**src/rtl/pbr_pkg.sv**
```systemverilog
package pbr_pkg;

  // Width of a counter that must hold the values 0..n inclusive.
  function automatic int unsigned cnt_bits(input int unsigned n);
    return $clog2(n + 1);
  endfunction

endpackage

```
**src/rtl/pbr_sync.sv**
```systemverilog
// Two-flop synchronizer followed by a rising-edge detector.
module pbr_sync (
  input  logic clk,
  input  logic rst_n,
  input  logic line_i,
  output logic level_o,
  output logic rise_o
);

  logic meta_q, stab_q, prev_q;

  always_ff @(posedge clk or negedge rst_n) begin
    if (!rst_n) begin
      meta_q <= 1'b0;
      stab_q <= 1'b0;
      prev_q <= 1'b0;
    end else begin
      meta_q <= line_i;
      stab_q <= meta_q;
      prev_q <= stab_q;
    end
  end

  always_comb begin
    level_o = stab_q;
    rise_o  = stab_q & ~prev_q;
  end

endmodule

```
**src/rtl/pbr_bit_timer.sv**
```systemverilog
// Starts on an edge when idle and strobes the sample point SAMPLE_DLY cycles later.
module pbr_bit_timer #(
  parameter int unsigned SAMPLE_DLY = 357
) (
  input  logic clk,
  input  logic rst_n,
  input  logic rise_i,
  output logic start_o,
  output logic sample_o
);

  localparam int unsigned DW = (SAMPLE_DLY > 2) ? $clog2(SAMPLE_DLY) : 1;
  localparam logic [DW-1:0] LAST = DW'(SAMPLE_DLY - 1);

  logic          busy_q, busy_n;
  logic [DW-1:0] cnt_q, cnt_n;

  always_comb begin
    start_o  = rise_i & ~busy_q;
    sample_o = busy_q & (cnt_q == LAST);
    busy_n   = busy_q;
    cnt_n    = cnt_q;
    if (start_o) begin
      busy_n = 1'b1;
      cnt_n  = '0;
    end else if (sample_o) begin
      busy_n = 1'b0;
    end else if (busy_q) begin
      cnt_n  = cnt_q + 1'b1;
    end
  end

  always_ff @(posedge clk or negedge rst_n) begin
    if (!rst_n) begin
      busy_q <= 1'b0;
      cnt_q  <= '0;
    end else begin
      busy_q <= busy_n;
      cnt_q  <= cnt_n;
    end
  end

endmodule

```
**src/rtl/pbr_shifter.sv**
```systemverilog
// Shift register, saturating bit counter and new-frame flag.
module pbr_shifter
  import pbr_pkg::*;
#(
  parameter int unsigned WORD_W = 16,
  localparam int unsigned CW = cnt_bits(WORD_W)
) (
  input  logic              clk,
  input  logic              rst_n,
  input  logic              sample_i,
  input  logic              bit_i,
  input  logic              close_i,
  output logic [WORD_W-1:0] word_o,
  output logic [CW-1:0]     count_o,
  output logic              valid_o
);

  localparam logic [CW-1:0] FULL = CW'(WORD_W);

  logic [WORD_W-1:0] word_q, word_n;
  logic [CW-1:0]     cnt_q, cnt_n;
  logic              fresh_q, fresh_n;
  logic              valid_q;

  always_comb begin
    word_n  = word_q;
    cnt_n   = cnt_q;
    fresh_n = fresh_q;
    if (sample_i) begin
      fresh_n = 1'b0;
      if (fresh_q) begin
        word_n = {{(WORD_W-1){1'b0}}, bit_i};
        cnt_n  = CW'(1);
      end else begin
        word_n = {word_q[WORD_W-2:0], bit_i};
        cnt_n  = (cnt_q == FULL) ? FULL : cnt_q + 1'b1;
      end
    end
    if (close_i) fresh_n = 1'b1;
  end

  always_ff @(posedge clk or negedge rst_n) begin
    if (!rst_n) begin
      word_q  <= '0;
      cnt_q   <= '0;
      fresh_q <= 1'b1;
      valid_q <= 1'b0;
    end else begin
      word_q  <= word_n;
      cnt_q   <= cnt_n;
      fresh_q <= fresh_n;
      valid_q <= sample_i;
    end
  end

  assign word_o  = word_q;
  assign count_o = cnt_q;
  assign valid_o = valid_q;

endmodule

```
**src/rtl/pbr_idle.sv**
```systemverilog
// Counts quiet cycles after an accepted edge; ends the frame at TIMEOUT.
module pbr_idle #(
  parameter int unsigned TIMEOUT = 800000
) (
  input  logic clk,
  input  logic rst_n,
  input  logic start_i,
  output logic end_o
);

  localparam int unsigned TW = (TIMEOUT > 2) ? $clog2(TIMEOUT) : 1;
  localparam logic [TW-1:0] LAST = TW'(TIMEOUT - 1);

  logic          act_q, act_n;
  logic [TW-1:0] cnt_q, cnt_n;
  logic          end_q, end_n;

  always_comb begin
    act_n = act_q;
    cnt_n = cnt_q;
    end_n = 1'b0;
    if (start_i) begin
      act_n = 1'b1;
      cnt_n = '0;
    end else if (act_q) begin
      if (cnt_q == LAST) begin
        act_n = 1'b0;
        end_n = 1'b1;
      end else begin
        cnt_n = cnt_q + 1'b1;
      end
    end
  end

  always_ff @(posedge clk or negedge rst_n) begin
    if (!rst_n) begin
      act_q <= 1'b0;
      cnt_q <= '0;
      end_q <= 1'b0;
    end else begin
      act_q <= act_n;
      cnt_q <= cnt_n;
      end_q <= end_n;
    end
  end

  assign end_o = end_q;

endmodule

```
**src/rtl/pulse_bit_rx.sv**
```systemverilog
// Top: pulse-width single-wire bit receiver.
module pulse_bit_rx
  import pbr_pkg::*;
#(
  parameter int unsigned WORD_W     = 16,
  parameter int unsigned SAMPLE_DLY = 357,
  parameter int unsigned TIMEOUT    = 800000
) (
  input  logic                        clk,
  input  logic                        rst_n,
  input  logic                        line_in,
  output logic [WORD_W-1:0]           rx_word,
  output logic [cnt_bits(WORD_W)-1:0] bit_count,
  output logic                        bit_valid,
  output logic                        frame_end
);

  logic [1:0] rst_sync_q;
  logic       srst_n;
  logic       level, rise, start, sample;

  // asynchronous assert, synchronous release
  always_ff @(posedge clk or negedge rst_n) begin
    if (!rst_n) rst_sync_q <= 2'b00;
    else        rst_sync_q <= {rst_sync_q[0], 1'b1};
  end
  assign srst_n = rst_sync_q[1];

  pbr_sync u_sync (
    .clk     (clk),
    .rst_n   (srst_n),
    .line_i  (line_in),
    .level_o (level),
    .rise_o  (rise)
  );

  pbr_bit_timer #(.SAMPLE_DLY(SAMPLE_DLY)) u_timer (
    .clk      (clk),
    .rst_n    (srst_n),
    .rise_i   (rise),
    .start_o  (start),
    .sample_o (sample)
  );

  pbr_shifter #(.WORD_W(WORD_W)) u_shift (
    .clk      (clk),
    .rst_n    (srst_n),
    .sample_i (sample),
    .bit_i    (level),
    .close_i  (frame_end),
    .word_o   (rx_word),
    .count_o  (bit_count),
    .valid_o  (bit_valid)
  );

  pbr_idle #(.TIMEOUT(TIMEOUT)) u_idle (
    .clk     (clk),
    .rst_n   (srst_n),
    .start_i (start),
    .end_o   (frame_end)
  );

endmodule

```
**config.mk**
```make
export PLATFORM = sky130hd
export DESIGN_NAME = pulse_bit_rx
export DESIGN_NICKNAME = d
export VERILOG_FILES = /design/src/rtl/pbr_pkg.sv /design/src/rtl/pbr_sync.sv /design/src/rtl/pbr_bit_timer.sv /design/src/rtl/pbr_shifter.sv /design/src/rtl/pbr_idle.sv /design/src/rtl/pulse_bit_rx.sv
export SDC_FILE = /design/constraint.sdc
export NUM_CORES = 1
export LEC_CHECK = 0
export ABC_AREA = 1
export BUFFER_PORTS_ARGS = -buffer_cell sky130_fd_sc_hd__buf_4
export CAP_MARGIN = 40
export CORE_MARGIN = 1
export CORE_UTILIZATION = 30
export DETAILED_ROUTE_END_ITERATION = 8
export SETUP_SLACK_MARGIN = 0.15
export SLEW_MARGIN = 20
export SYNTH_ARGS = -nofsm -noshare
export SYNTH_HDL_FRONTEND = slang
export SYNTH_SLANG_ARGS = --single-unit
export TNS_END_PERCENT = 50
```
**constraint.sdc**
```tcl
create_clock -name clk -period 1.8 [get_ports clk]
set_clock_uncertainty 0.15 [all_clocks]
set_input_delay 0.18 -clock clk [delete_from_list [all_inputs] [get_ports clk]]
set_output_delay 0.18 -clock clk [all_outputs]
set_load 0.03 [all_outputs]
```
# == Yosys cells after proc, flatten, opt, wreduce, memory -nomap -nowiden ==
# Cells that the tools add are included.
# op_classes
addsub,3
eq_ne,5
muxes,18
bitwise,5
n_reduce_logical,6
# op_table
op,count
$mux W20,3
$mux W9,3
$add A20 B1 Y20 const B,1
$eq A20 B20 Y1 const B,1
$mux W16,1
$mux W5,2
$add A9 B1 Y9 const B,1
$eq A9 B9 Y1 const B,1
$mux W1,9
$reduce_bool A2 Y1,4
$add A5 B1 Y5 const B,1
$eq A5 B5 Y1 const B,1
$ne A2 B2 Y1 const B,2
$reduce_and A2 Y1,2
$and A1 B1 Y1,3
$not A1 Y1,2
# word_totals
register_bits,60
out_inout_bits,23
wordCells,50

# == Logic depth before layout (Yosys ltp) ==
# Gate-level depths: netlist of the first run.
# depth
depth_word,5
ltp_mapped,11
depth_no_buf,11

# == By module ==
# A second synthesis of the first run with hierarchy kept.
# hier_totals
cells_unflattened,408
area_unflattened_um2,3241.9
# modules_own_cells
module,instances,cells_each,area_each_um2,seq_area_each_um2
pbr_idle,1,215,1443.9,550.5
pbr_shifter,1,95,1001.0,576.8
pbr_bit_timer,1,90,658.1,250.2
pbr_sync,1,5,85.1,75.1
pulse_bit_rx,1,3,53.8,50.0

# == Worst setup path before layout of the first run ==
# OpenSTA, ideal clock, no wires.
# synth_path
path_type,register -> register
start,register u_idle.cnt_q[0]
end,register u_idle.cnt_q[8]
setup_time_ps,126
arrival_time_ps,1367
slack_ps,157
stages_incl_launch_ff,8
period_less_slack_ps,1643
cell_sequence,dfrtp_1 ha_1 nand3_1 nor2_4 nand3_2 nand2_4 buf_6 o21ai_0
# synth_via
elab_chain_cells,4
elab_cells_between_ends,7
# synth_rtl
element,line_no,source
"start, declared",pbr_idle.sv:15,"logic [TW-1:0] cnt_q, cnt_n;"
"start signal, assigned",pbr_idle.sv:42,cnt_q <= cnt_n;
$add A20 B1 Y20,pbr_idle.sv:30,cnt_n = cnt_q + 1'b1;
$mux W20,pbr_idle.sv:26,if (cnt_q == LAST) begin
$mux W20,pbr_idle.sv:25,end else if (act_q) begin
$mux W20,pbr_idle.sv:22,if (start_i) begin
# Parallel ways exist; a longest one is shown, timed or not. The select of a mux whose other input is x is not followed.
# A chain may end at the register's enable or synchronous reset.

# == Worst setup path after layout of the first run ==
# layout_path
start,register u_timer.cnt_q[1]
end,"register u_shift.word_q[10], in the netlist u_shift.word_o[10]"
# layout_via
elab_chain_cells,2
# layout_rtl
element,line_no,source
"start, declared",pbr_bit_timer.sv:16,"logic [DW-1:0] cnt_q, cnt_n;"
"start signal, assigned",pbr_bit_timer.sv:39,cnt_q <= cnt_n;
$eq A9 B9 Y1,pbr_bit_timer.sv:20,sample_o = busy_q & (cnt_q == LAST);
$and A1 B1 Y1,pbr_bit_timer.sv:20,
"end signal, assigned",pbr_shifter.sv:49,word_q <= word_n;
"end, declared",pbr_shifter.sv:20,"logic [WORD_W-1:0] word_q, word_n;"
# Every way passes these cells.

==> results of run 1 <==
## power groups by stage
| stage | clock network, uW | registers, uW | logic, uW |
|---|---|---|---|
| global placement | 0 | 1650 | 531 |
| detailed placement | 0 | 1660 | 549 |
| global route | 1470 | 1660 | 877 |
| CTS | 1420 | 1620 | 629 |
| finish | 1380 | 1630 | 780 |
| floorplan | 0 | 1660 | 376 |
## cells in the mapped netlist (3+ instances only)
library cell and number:
o21ai_2 8, nand4_1 6, xor2_1 8, nand3_1 40, o21ai_0 16, inv_1 54, o21ai_1 4, buf_2 4
o22ai_1 15, ha_1 5, nor2_1 35, nor3_1 3, buf_6 5, nand2_1 105, dfrtp_1 59
## cell usage in the layout (no fill, tap or decap), types with 3 or more instances in the layout
| cell | Yosys | final |
|---|---|---|
| o21ai_2 | 8 | 11 |
| o21ai_1 | 4 | 7 |
| nor3_1 | 3 | 3 |
| inv_1 | 54 | 51 |
| nand2_2 | 1 | 10 |
| dfrtp_1 | 59 | 56 |
| xor2_1 | 8 | 8 |
| clkinv_4 | 0 | 3 |
| dlygate4sd3_1 | 0 | 3 |
| nand3_1 | 40 | 37 |
| nand3_2 | 2 | 3 |
| o21ai_0 | 16 | 10 |
| nor2_1 | 35 | 27 |
| nor2_4 | 1 | 4 |
| buf_12 | 0 | 4 |
| inv_2 | 0 | 3 |
| buf_6 | 5 | 4 |
| nor2_2 | 1 | 6 |
| clkbuf_8 | 0 | 9 |
| nand2_1 | 105 | 96 |
| buf_4 | 1 | 58 |
| dfrtp_2 | 0 | 3 |
| o22ai_1 | 15 | 14 |
| nand4_1 | 6 | 6 |
| ha_1 | 5 | 3 |
## worst max-delay path, cell delays in order (launching register included)
cell and delay (ps):
dfrtp_1 400, inv_2 90, ha_4 130, nand2_2 40, nor3_2 150, buf_4 150
nand3_4 80, clkinv_4 110, buf_12 150, o22ai_1 80
## area by class of cell
| cell class | count | area [sq um] | share of cell area (%) |
|---|---|---|---|
| repair buffers | 70 | 615.6 | 14.53 |
| multi-input cells | 266 | 1509 | 35.63 |
| well taps | 136 | 170.2 | 4.018 |
| inverters | 55 | 211.5 | 4.993 |
| clock inverters | 7 | 98.84 | 2.334 |
| clock buffers | 9 | 123.9 | 2.925 |
| flip-flops and latches | 60 | 1506 | 35.57 |
## per-stage QoR
step	setup WS [ps]	hold slack (ps)	instances
2_1_floorplan	156.9	-265.6	391
3_3_place_gp	43.63	-187.5	563
3_5_place_dp	36.60	-185.2	563
4_1_cts	97.40	133.0	592
5_1_grt	51.37	150.6	603
6_report	138.2	112.4	603
## metal layers
metal,global-route usage [%],vias to the layer above
met2,23.42,47
met1,16.69,1328
met4,7.245,0
met5,0,-
met3,2.694,13
li1,-,1400
## state kept, by name (all words and copies together) (netlist names)
register / flops
u_idle.act_q: 1
u_timer.busy_q: 1
u_sync.level_o: 1
u_sync.prev_q: 1
u_idle.end_o: 1
rst_sync_q: 2
u_idle.cnt_q: 20
u_timer.cnt_q: 9
u_shift.fresh_q: 1
u_sync.meta_q: 1
u_shift.word_o: 16
u_shift.count_o: 5
u_shift.valid_o: 1
## timing repair
item,CTS,global route
pin swaps,4,9
setup endpoints to repair,28,52
hold buffers,3,0
gates cloned,0,1
resized for setup,12,41
hold endpoints to repair,3,0
buffers inserted,10,10
## final timing paths
check / cells after the start / start / end
worst min-delay path: 1 / rst_sync_q[1] / u_shift.valid_o
worst min register to register: 1 / rst_sync_q[1] / u_shift.valid_o
worst max register to register: 9 / u_timer.cnt_q[1] / u_shift.word_o[10]
max in group asynchronous: 3 / rst_n / rst_sync_q[1]
worst max-delay path: 9 / u_timer.cnt_q[1] / u_shift.word_o[10]
min in group clk: 0 / u_sync.meta_q / u_sync.level_o
## logic make-up after synthesis
kind of cell               after synthesis
AOI/OAI and AO/OA                       49
xor gates and xnor gates                 9
adders and majority gates                5
buffers and inverters                   65
DFF                                     60
other                                    1
and+or+nand+nor                        202
==> results.yml, run 1 <==
outcome:
  run_status: "finished clean"
detailed_routing:
  top_layer: "met4"
  wl_met1_um: 3352
  drtAntennaViolNets: 0
  vias: 2788
  routed-wl-met2_um: 3562
  drt_wl_total_um: 7323
  remaining_drc_errors: 0
  first_pass_iters: 4
  drtIter0Drc: 125
  viasPerCell: 4.624
  dr_wl_met3_um: 222
  wl_per_cell_um: 12.14
timing:
  tns_ps: 0
  fin_crit_ps: 1662
  rsz0062_at_grt: "true"
  setup_violations: 0
  slew_violations: 0
  fmax_ghz: 0.6018
  period_share_pct: 92.32
  hold_viol: 0
critical_path:
  endpoint_kind: "register"
  critPathLaunchType: "register"
  cp_max_fo: 17
  critPathKind: "register to register"
  reg2reg_slack_ps: 140
  worstPathRequired_ps: 1870
  arrival_ps: 1740
floorplan:
  core_sq_um: 10230
  die_width_um: 104.4
  std_cell_rows: 37
  initial_core_util_pct: 30.73
  io_pins: 26
  fp.dieH_um: 104.4
  die-area_sq_um: 10890
clock_network:
  root_buffer: "clkbuf_8"
  cts_tree: "done"
  clk_pin_slew_ps: 70
  numCtsBuffers: 9
  worstSkewPairLatency_ps: 350
  cts_buffer_depth: 2
  ctsHtreeMaxLevel: 3
  clock-sinks: 60
global_routing:
  grt.total_usage_pct: 13.88
  grt_pass1_wl_um: 12060
  grt_pass1_vias: 2718
  antenna_found_initial: 0
  grt.overflow.total: 0
  grt_max_degree: 59
synth:
  synth_top_family_by_area: "simple AND/OR/NAND/NOR gates"
  synthDominantCellAreaShare_pct: 46.96
  synthTopCellsByArea: "dfrtp_1, nand2_1, inv_1"
  synthMuxAreaShare_pct: 0
  synthAdderAreaFrac_pct: 1.990
  yosys_most_used_dff: "dfrtp_1"
  syn_area_per_cell_sq_um: 8.042
  seq_area_frac_synth_pct: 47.79
  yosysUniqueCellTypes: 33
  yosys.area.top_type: "dfrtp_1"
  syn_nets: 399
  synth_compound_gate_area_share_pct: 9.630
  yosysWarnings: 0
  syn_inst: 391
  synth-xor-area-share_pct: 2.507
  synth_async_sr_flop_share_pct: 100.0
  synth_edf_count: 0
  ys_ff_latch: 60
  synthSimpleGateAreaFrac_pct: 28.69
  netlist_area_sq_um: 3144
place:
  port_buffers: 25
  gp_congestion: 0.8670
  dp_hpwl_um: 4800
  place_area_sq_um: 3627
power:
  ir_drop_mv: 0.4124
  seq_power_share_pct: 43.0
  p_clk_share_pct: 36.4
  p_int_uw: 2646
  combPwrFrac_pct: 20.6
  leakagePower_uw: 0.001976
  switching_share_pct: 30.30
  power_uw: 3796
  power_density_nw_per_um2: 896.3
  p_sw_uw: 1150
cells_and_area:
  area_growth_pct: 34.70
  nets: 470
  drive_gt1_share_pct: 29.34
  antenna_cells: 0
  fin_util_pct: 41.40
  finalInstanceArea_sq_um: 4235
  nFillCells: 1012
min_path:
  min_path_type: "register to async pin"
flow_run:
  cap_violations: 0
Note: power is estimated with default switching activity, not from simulation.
==> inputs of run 2 (changes only) <==
CORE_ASPECT_RATIO = 0.75   (was unset)
clock period = 1.6 ns   (was 1.8 ns; I/O delays follow)
==> run 2 against run 1 <==
Against the previous run:
- sequential cell count is the same
- wire length grew 22%
- largest power group unchanged
- highest routed layer unchanged
- setup slack lost 190 ps
- hold slack gained 18 ps
- total power grew 27%
- clock power grew 31%
- the run now ends with negative setup slack left
- die area is essentially flat
- non-clock buffer count grew 29
- largest cell class unchanged
==> results.yml, run 2 (synthesis results as in run 1) <==
outcome:
  run_status: "finished, violations left"
  violations: "negative setup slack"
cells_and_area:
  antenna_cells: 0
  seq_area_sq_um: 1508
  drive_gt1_share_pct: 46.88
  final_cells: 629
  largest_reg_flops: 20
  final_cell_mix: "buf_4, nand2_1, dfrtp_1"
  nFillCells: 928
  final_common_cell: "buf_4"
  nets: 500
  area_growth_pct: 57.14
  fin_util_pct: 49.76
  top_register: "u_idle.cnt_q"
  multi_input_area_sq_um: 1862
critical_path:
  endpoint_kind: "register"
  arrival_ps: 1750
  critPathKind: "register to register"
  cp_slowest_stage_delay_ps: 420
  critical-path-slowest-cell: "dfrtp_1"
  worstPathRequired_ps: 1700
  cp_max_fo: 7
  cpMostUsedCell: "nand2_4"
  critPathLaunchType: "register"
  crit_chain: "ha_4 > nand3_4 > nor2_4 > nand3_2 > nand2_4 > clkbuf_16 > nand2_4 > o21ai_2"
global_routing:
  grt.total_usage_pct: 16.19
  grt_max_degree: 33
  grt_pass1_vias: 2880
  grt_pass1_wl_um: 13920
  grt.overflow.total: 0
  antenna_found_initial: 0
timing:
  period_share_pct: 103.4
  hold_viol: 0
  fin_ws_ps: -53.92
  slew_violations: 0
  setup_violations: 23
  tns_ps: -391.6
  rsz0062_at_grt: "true"
  fmax_ghz: 0.6046
  fin_crit_ps: 1654
detailed_routing:
  wl_per_cell_um: 14.21
  first_pass_iters: 4
  drtIter0Drc: 167
  drt_wl_total_um: 8936
  viasPerCell: 4.804
  remaining_drc_errors: 0
  drtAntennaViolNets: 0
  vias: 3022
clock_network:
  clk_pin_slew_ps: 60
  numCtsBuffers: 9
  clock-sinks: 60
  cts_buffer_depth: 2
  ctsHtreeMaxLevel: 3
  worstSkewPairLatency_ps: 330
  cts_tree: "done"
  root_buffer: "clkbuf_16"
floorplan:
  die-area_sq_um: 10900
  std_cell_rows: 31
  io_pins: 26
  die_width_um: 120.2
  initial_core_util_pct: 31.67
  core_sq_um: 9930
  fp.dieH_um: 90.66
flow_run:
  cap_violations: 0
place:
  gp_congestion: 0.9038
  dp_cells: 592
  port_buffers: 25
  dp_hpwl_um: 5639
min_path:
  min_path_type: "register to async pin"
power:
  ir_drop_mv: 0.6602
  leakagePower_uw: 0.002453
  power_density_nw_per_um2: 974.0
[run 2: cell count changes in the layout (fill, tap and decap cells not counted), sizes merged]
cell / delta
buf: +27
bufinv: -2
clkbuf: +2
clkinv: -1
clkinvlp: +1
inv: +2
nand2: +1
[run 2: layer usage]
metal	vias to the layer above	global-route usage, %	wire length (um)
met4	0	3.395	76
met2	60	24.43	4250
met5	-	0	0
met1	1487	23.25	4332
li1	1467	-	-
met3	8	4.104	277
[run 2: area by class of cell]
class	instances	area share [%]
multi-input cells	267	37.68
repair buffers	99	18.38
clock inverters	7	1.190
well taps	132	3.343
clock buffers	9	4.558
flip-flops and latches	60	30.51
inverters	55	4.330
[run 2: repair_timing]
action / 4_1_cts / 5_1_grt
setup endpoints to repair: 53 / 55
hold buffers: 3 / 0
setup buffers: 8 / 5
gates cloned: 2 / 3
resized for setup: 113 / 55
pin swaps: 27 / 26
endpoints found under the hold margin: 3 / 0
[run 2: through the flow]
stage / setup WS (ps) / hold WS, ps / total power [uW] / area [sq um]
final: -53.92 / 130.2 / 4812 / 4941
after global routing: -131.6 / 173.4 / 5055 / 4941
after CTS: -41.76 / 149.9 / 4710 / 4601
after detailed placement: -65.58 / -205.0 / 2622 / 3857
after global placement: -69.96 / -205.0 / 2599 / 3857
after floorplan: -43.13 / -285.6 / 2285 / 3146
[run 2: worst max-delay path, delay by kind of cell, from the launching register on]
family	cells	cell delay (ps)
DFF	1	420
AOI/OAI and AO/OA	1	60
adders and majority gates	1	190
and+or+nand+nor	5	550
buffers and inverters	1	200
[run 2: path summary, 6_finish.rpt]
| kind | from | slack [ps] | end | cells after the start |
|---|---|---|---|---|
| hold reg to reg | rst_sync_q[1] | 130 | u_idle.cnt_q[4] | 1 |
| min in group clk | rst_sync_q[0] | 200 | rst_sync_q[1] | 0 |
| max in group asynchronous | rst_n | 640 | rst_sync_q[1] | 3 |
| setup / recovery | u_idle.cnt_q[0] | -50 | u_idle.cnt_q[2] | 8 |
| hold / removal | rst_sync_q[1] | 130 | u_idle.cnt_q[4] | 1 |
| setup reg to reg | u_idle.cnt_q[0] | -50 | u_idle.cnt_q[2] | 8 |
[run 2: report_power, final]
part / total (uW) / switching (uW) / internal (uW) / leakage, uW
clock network: 1810 / 746 / 1070 / 0.000133
registers: 1850 / 177 / 1670 / 0.000791
logic: 1150 / 597 / 552 / 0.00153
total: 4810 / 1520 / 3290 / 0.00245
==> inputs of run 3 (changes only) <==
RECOVER_POWER = 100   (was unset)
==> run 3 against run 2 <==
Against the previous run:
- the run still ends with negative setup slack left
- hold slack better by 70 ps
- final cell count unchanged
- maximum frequency about the same
- first-iteration DRC count stayed put
- final area is 2.0% lower
- critical path type unchanged
- largest cell class unchanged
- largest power group unchanged
- highest routed layer unchanged
==> results.yml, run 3 (synthesis results as in run 1) <==
timing:
  slew_violations: 0
  fin_crit_ps: 1653
  worst_pin_slew_ps: 786.1
  hold_viol: 0
  max_slew_margin_pct: 47.59
  rsz0062_at_grt: "true"
  fin_ws_ps: -53.37
  tns_ps: -387.7
  period_share_pct: 103.3
  fmax_ghz: 0.6048
  setup_violations: 22
clock_network:
  cts_tree: "done"
  cts_buffer_depth: 2
  clk_pin_slew_ps: 60
  numCtsBuffers: 9
  root_buffer: "clkbuf_16"
  clock-sinks: 60
  worstSkewPairLatency_ps: 330
  ctsHtreeMaxLevel: 3
global_routing:
  gr-usage-met1_pct: 23.25
  grt.overflow.total: 0
  grt_pass1_wl_um: 13920
  top_usage_layer: "met2"
  grt_pass1_vias: 2880
  grt.total_usage_pct: 16.19
  grt.met2_usage_pct: 24.43
  grt_max_degree: 33
  antenna_found_initial: 0
  grt_use_met3_pct: 4.104
power:
  leakagePower_uw: 0.002351
  power_density_nw_per_um2: 993.8
  power_uw: 4813
  ir_drop_mv: 0.6640
detailed_routing:
  first_pass_iters: 4
  wl_per_cell_um: 14.28
  drt_wl_total_um: 8980
  drtIter0Drc: 167
  vias: 3024
  drtAntennaViolNets: 0
  remaining_drc_errors: 0
  viasPerCell: 4.808
place:
  dp_hpwl_um: 5639
  dp_cells: 592
  gp_congestion: 0.9038
  place_area_sq_um: 3857
  dpl_worst_slack_ps: -65.58
  port_buffers: 25
min_path:
  min_path_type: "register to register"
cells_and_area:
  largest_reg_flops: 20
  antenna_cells: 0
  top_register: "u_idle.cnt_q"
  final_common_cell: "nand2_1"
  finalInstanceArea_sq_um: 4843
  nets: 500
  drive_gt1_share_pct: 42.05
  final_cells: 629
  area_growth_pct: 54.04
  final_cell_mix: "nand2_1, dfrtp_1, inv_1"
critical_path:
  critPathKind: "register to register"
  critPathLaunchType: "register"
  cp_max_fo: 7
  worstPathRequired_ps: 1700
  endpoint_kind: "register"
  arrival_ps: 1750
floorplan:
  std_cell_rows: 31
  fp.dieH_um: 90.66
  die_width_um: 120.2
  die-area_sq_um: 10900
  io_pins: 26
  initial_core_util_pct: 31.67
  core_sq_um: 9930
outcome:
  run_status: "finished, violations left"
  violations: "negative setup slack"
flow_run:
  cap_violations: 0
run 3: cell types whose count changed in the layout (fill, tap and decap cells not counted):
cell,before,now
buf_4,72,46
clkbuf_1,0,23
nand2_2,26,25
clkbuf_2,0,2
nand2_1,63,64
buf_6,18,17
clkbuf_4,0,2
run 3: final timing paths:
check | from | end | slack [ps] | cells after the start
setup / recovery | u_idle.cnt_q[1] | u_idle.cnt_q[2] | -50 | 8
hold / removal | rst_sync_q[0] | rst_sync_q[1] | 200 | 0
setup reg to reg | u_idle.cnt_q[1] | u_idle.cnt_q[2] | -50 | 8
hold reg to reg | rst_sync_q[0] | rst_sync_q[1] | 200 | 0
max in group asynchronous | rst_sync_q[1] | u_idle.cnt_q[10] | 510 | 1
min in group asynchronous | rst_sync_q[1] | u_idle.cnt_q[0] | 270 | 1
run 3: layer usage:
layer / vias to the layer above / wire length (um)
li1: 1466 / -
met2: 78 / 4271
met4: 0 / 68
met3: 6 / 381
met5: - / 0
met1: 1474 / 4259
run 3: repair_timing:
| item | CTS | global route |
|---|---|---|
| hold buffers | 3 | 0 |
| setup buffers | 8 | 5 |
| endpoints found under the hold margin | 3 | 0 |
| setup endpoints to repair | 53 | 55 |
| gates cloned | 2 | 3 |
| gates resized for setup | 113 | 55 |
| pin swaps | 27 | 26 |
run 3: final cells by class:
cell class	instances	area (sq um)
fill	962	5086
multi-input combinational	267	1859
sequential	60	1508
timing repair buffer	99	813.3
clock buffer	9	225.2
inverter	55	214.0
tap	132	165.2
clock inverter	7	58.81
run 3: critical path, stage by stage (launching register included):
cell,delay [ps]
dfrtp_1,410
ha_4,200
nand3_4,80
nor2_4,140
nand3_2,100
nand2_4,180
clkbuf_16,200
nand2_4,50
o21ai_2,60
run 3: stage by stage:
step,util [%],hold slack (ps)
finish,48.78,200.1
global route,48.78,204.8
CTS,46.33,149.9
detailed placement,38.85,-205.0
global placement,38.85,-205.0
floorplan,-,-285.6
run 3: where the power goes:
group / internal (uW) / total, uW / switching (uW)
Clock: 1070 / 1820 / 749
Combinational: 550 / 1150 / 597
Sequential: 1670 / 1850 / 177
